--- src/rtl/offset_nco_pair.sv ---
module offset_nco_pair #(
  parameter int PW   = 32,
  parameter int OUTW = 12
) (
  input  logic            clk,
  input  logic            rst_n,
  input  logic [PW-1:0]   base_word,
  input  logic [PW-1:0]   offs_word,
  input  logic            load,
  output logic [OUTW-1:0] meas_phase,
  output logic [OUTW-1:0] lo_phase,
  output logic            sample_stb,
  output logic            load_err
);

  logic [PW-1:0] ftw_a, ftw_b, ftw_o;
  logic [PW-1:0] acc_a, acc_b, acc_o;
  logic [PW:0]   sum;
  logic          accept, ovf;
  logic [PW-1:0] acc_o_nx;

  assign sum      = {1'b0, base_word} + {1'b0, offs_word};
  assign ovf      = load & sum[PW];
  assign accept   = load & ~sum[PW];
  assign acc_o_nx = acc_o + ftw_o;

  assign meas_phase = acc_a[PW-1 -: OUTW];
  assign lo_phase   = acc_b[PW-1 -: OUTW];

  always_ff @(posedge clk or negedge rst_n) begin
    if (!rst_n) begin
      ftw_a <= '0;
      ftw_b <= '0;
      ftw_o <= '0;
    end else if (accept) begin
      ftw_a <= base_word;
      ftw_b <= sum[PW-1:0];
      ftw_o <= offs_word;
    end
  end

  always_ff @(posedge clk or negedge rst_n) begin
    if (!rst_n) begin
      acc_a      <= '0;
      acc_b      <= '0;
      acc_o      <= '0;
      sample_stb <= 1'b0;
    end else if (accept) begin
      acc_a      <= '0;
      acc_b      <= '0;
      acc_o      <= '0;
      sample_stb <= 1'b0;
    end else begin
      acc_a      <= acc_a + ftw_a;
      acc_b      <= acc_b + ftw_b;
      acc_o      <= acc_o_nx;
      sample_stb <= acc_o_nx[PW-1 -: 2] != acc_o[PW-1 -: 2];
    end
  end

  always_ff @(posedge clk or negedge rst_n) begin
    if (!rst_n) load_err <= 1'b0;
    else        load_err <= ovf;
  end


  beat_track_chk: assert property (@(posedge clk) disable iff (!rst_n)
    (acc_b - acc_a) == acc_o);


  load_clear_chk: assert property (@(posedge clk) disable iff (!rst_n)
    accept |=> (meas_phase == '0) && (lo_phase == '0) && !sample_stb);


  err_keep_chk: assert property (@(posedge clk) disable iff (!rst_n)
    load_err |-> $stable(ftw_a) && $stable(ftw_b) && $stable(ftw_o));


  idle_hold_chk: assert property (@(posedge clk) disable iff (!rst_n)
    !load |=> $stable(ftw_a) && $stable(ftw_o));


  err_pulse_chk: assert property (@(posedge clk) disable iff (!rst_n)
    load_err |-> !accept || $past(load));

endmodule

--- config.mk ---
export PLATFORM = sky130hd
export DESIGN_NAME = offset_nco_pair
export DESIGN_NICKNAME = d
export VERILOG_FILES = /design/src/rtl/offset_nco_pair.sv
export SDC_FILE = /design/constraint.sdc
export NUM_CORES = 1
export LEC_CHECK = 0
export CAP_MARGIN = 0
export CELL_PAD_IN_SITES_DETAIL_PLACEMENT = 0
export CELL_PAD_IN_SITES_GLOBAL_PLACEMENT = 1
export CORE_UTILIZATION = 47
export CTS_CLUSTER_DIAMETER = 30
export DETAILED_ROUTE_END_ITERATION = 6
export GPL_ROUTABILITY_DRIVEN = 0
export PLACE_DENSITY_LB_ADDON = 0.25
export SYNTH_ARGS = -nofsm -noshare
export SYNTH_HDL_FRONTEND = slang
export SYNTH_SLANG_ARGS = --single-unit
--- constraint.sdc ---
create_clock -name clk -period 7.7 [get_ports clk]
set_clock_uncertainty 0.1 [all_clocks]
set_input_delay 0.77 -clock clk [delete_from_list [all_inputs] [get_ports clk]]
set_output_delay 0.77 -clock clk [all_outputs]
set_load 0.005 [all_outputs]
==> impl_metrics.yaml <==
cts:
  ctsHoldBuffers: 0
  cts_sinks: 193
  postCtsSetupBuffers: 0
  htree_levels: 4
  clockBufferDepth: 2
  cts_resized: 0
  clkSlewWorstSetupHoldPaths_ns: 0.08
  cts_inserted_buffers: 17
  cts_root_buf: "clkbuf_16"
  cts_tree: "done"
  clock_latency_ns: 0.44
synth:
  ys_ff_latch: 193
  ys_types: 74
  ys.flop_type: "dfrtp_1"
  synthArstFlopShare: 1.00
  synth-edff-count: 0
  synth_top_cell_area_share: 0.367
  syn-cell-area_mm2: 0.0132
  synth_top_area_cell: "dfrtp_1"
  yosys-top-cells-area: "dfrtp_1 37%, ha_1 12%, nand2_1 8.2%"
  syn_area_per_cell_um2: 8.76
  synthesis.instances: 1501
  synth_warnings: 0
  synth-seq-area-share: 0.367
  syn_nets: 1697
min_path:
  hp-class: "input pin to async pin"
global_routing:
  track_usage: 0.228
  antenna_found_initial: 0
  grt-ovfl-total: 0
  first_global_vias: 10133
  grt_first_pass_wirelength_mm: 52.0
  grt_max_degree: 98
worst_setup_path:
  r2r_cells: 11
  crit_start: "base_word[0]"
  worst_ep_required_time_ns: 7.92
  arrival_ns: 4.66
  r2r_end: "acc_b[30]"
  critPathMaxFanout: 84
  reg2reg_from: "ftw_b[0]"
  ff2ff_setup_slack_ns: 4.24
  cp-start-kind: "input pin"
  crit_type: "input pin to register"
  endpoint_kind: "register"
sta:
  fmax_ghz: 0.225
  finalWorstPathRequiredPeriod_ns: 4.44
  hold_viol: 0
  tightest_slew_ns: 1.06
  report.final.slew_viol_count: 0
  hold_slack_ns: 0.197
  slew_headroom: 0.294
  rsz0062_at_grt: "false"
  setup_viol: 0
  finalSetupTns_ns: 0
  finalCritPeriodShare: 0.577
floorplanning:
  pin_count: 93
  fp.dieW_um: 169
  die_area_mm2: 0.0287
  num_rows: 60
  initial_core_util: 0.484
  core_mm2: 0.0272
  die_h_um: 169
outcome:
  status: "finished clean"
final_layout:
  diodes: 0
  layout-drive-gt1-share: 0.0483
  layout_common_cells: "286 x nand2_1, 193 x dfrtp_1, 132 x nor2_1"
  layout_commonest_cell: "nand2_1"
  areaGrowthSynthToFinish_pct: 12.0
  nets: 1737
place:
  dpl.hpwl_mm: 24.0
  io_buffer_count: 92
detailed_routing:
  vias: 10544
  wirelength_mm: 31.9
  avgViaCountPerCell: 5.47
  wl_per_cell_um: 16.5
  drc: 0
  drtIter0Drc: 650
  ant_nets: 0
  drt-pass1-iter-count: 5
pwr:
  p_leak_uw: 0.00714
  pwr_density_cell_mw_per_mm2: 360
  ir_worst_vdd_mv: 0.175
flow_run:
  maxCapViolations: 0
-- cell type report --
type | count | area (µm²)
clock inverter | 14 | 169
multi-input combinational | 1205 | 7750
fill | 2620 | 12400
sequential | 193 | 4830
tap | 372 | 465
inverter | 27 | 101
timing repair buffer | 97 | 975
clock buffer | 18 | 439
-- metrics by stage --
stage | total power (µW) | utilization | setup slack (ns) | instance area, µm² | cells
final | 5310 | 0.542 | 3.26 | 14700 | 1926
after global routing | 5770 | 0.542 | 2.96 | 14700 | 1926
after CTS | 5340 | 0.542 | 3.25 | 14700 | 1926
after detailed placement | 4380 | 0.520 | 2.82 | 14100 | 1894
after global placement | 4340 | 0.520 | 2.84 | 14100 | 1894
after floorplan | 3790 | - | 4.54 | 13200 | 1501
-- flip-flops by register name, summed over array words and instances, names as in the netlist --
signal / flops
acc_a: 32
sample_stb: 1
ftw_b: 32
acc_b: 32
ftw_o: 32
ftw_a: 32
acc_o: 31
load_err: 1
-- worst max-delay path by stage --
stage | end | cells past startpoint
2_1_floorplan | ftw_b[14] | 10
3_3_place_gp | acc_a[4] | 11
3_5_place_dp | acc_a[4] | 11
4_1_cts | ftw_a[22] | 12
5_1_grt | ftw_a[10] | 12
6_report | acc_a[4] | 11
-- synth_stat cells (14+ instances only) --
| library cell | count |
|---|---|
| o21ai_0 | 77 |
| xor2_1 | 57 |
| a21oi_1 | 101 |
| nor3_1 | 26 |
| nand2b_1 | 15 |
| and2_1 | 16 |
| nand2_1 | 286 |
| xnor2_1 | 52 |
| o21ai_1 | 15 |
| a211oi_1 | 14 |
| clkbuf_1 | 15 |
| buf_4 | 25 |
| buf_2 | 26 |
| o21bai_1 | 22 |
| inv_1 | 27 |
| ha_1 | 125 |
| nand3_1 | 33 |
| nor2_1 | 132 |
| dfrtp_1 | 193 |
| nand4_1 | 14 |
| a21o_1 | 69 |
| o21a_1 | 19 |
| and3_1 | 15 |
| a31oi_1 | 17 |
-- kinds of logic (layout without fill, tap and decap cells) --
kind of cell,count (synthesis),in the layout,share of synthesized area
adder cells (fa/ha/maj),129,129,0.125
AND/OR/NAND/NOR,562,562,0.184
buffers and inverters,103,156,0.0442
multiplexers,3,3,0.00238
XOR/XNOR,109,109,0.0726
AO/OA/AOI/OAI,402,402,0.204
flip-flops,193,193,0.367
-- metal layers --
| layer | up-vias | track usage | share of wire |
|---|---|---|---|
| li1 | 5335 | - | - |
| met1 | 4995 | 0.303 | 0.47 |
| met5 | - | 0 | 0 |
| met2 | 187 | 0.391 | 0.49 |
| met4 | 0 | 0.0548 | 0.014 |
| met3 | 27 | 0.0329 | 0.033 |
-- where the power goes --
group / switching (µW) / leakage (µW) / internal, µW / total [µW]
Clock: 452 / 0.000292 / 475 / 926
Combinational: 1580 / 0.00445 / 1270 / 2850
Sequential: 173 / 0.00240 / 1360 / 1540
Total: 2210 / 0.00714 / 3100 / 5310
-- worst max-delay path: stages --
cell             delay, ns
clkdlybuf4s50_1       0.43
ha_1                  0.26
fa_1                  0.45
a211oi_2              0.24
o21ai_1               0.19
a211oi_2              0.32
o211ai_2              0.14
a31oi_2               0.36
o211a_4               0.91
buf_12                0.38
nor3_1                0.11
Power figures use the tool's default switching activity.
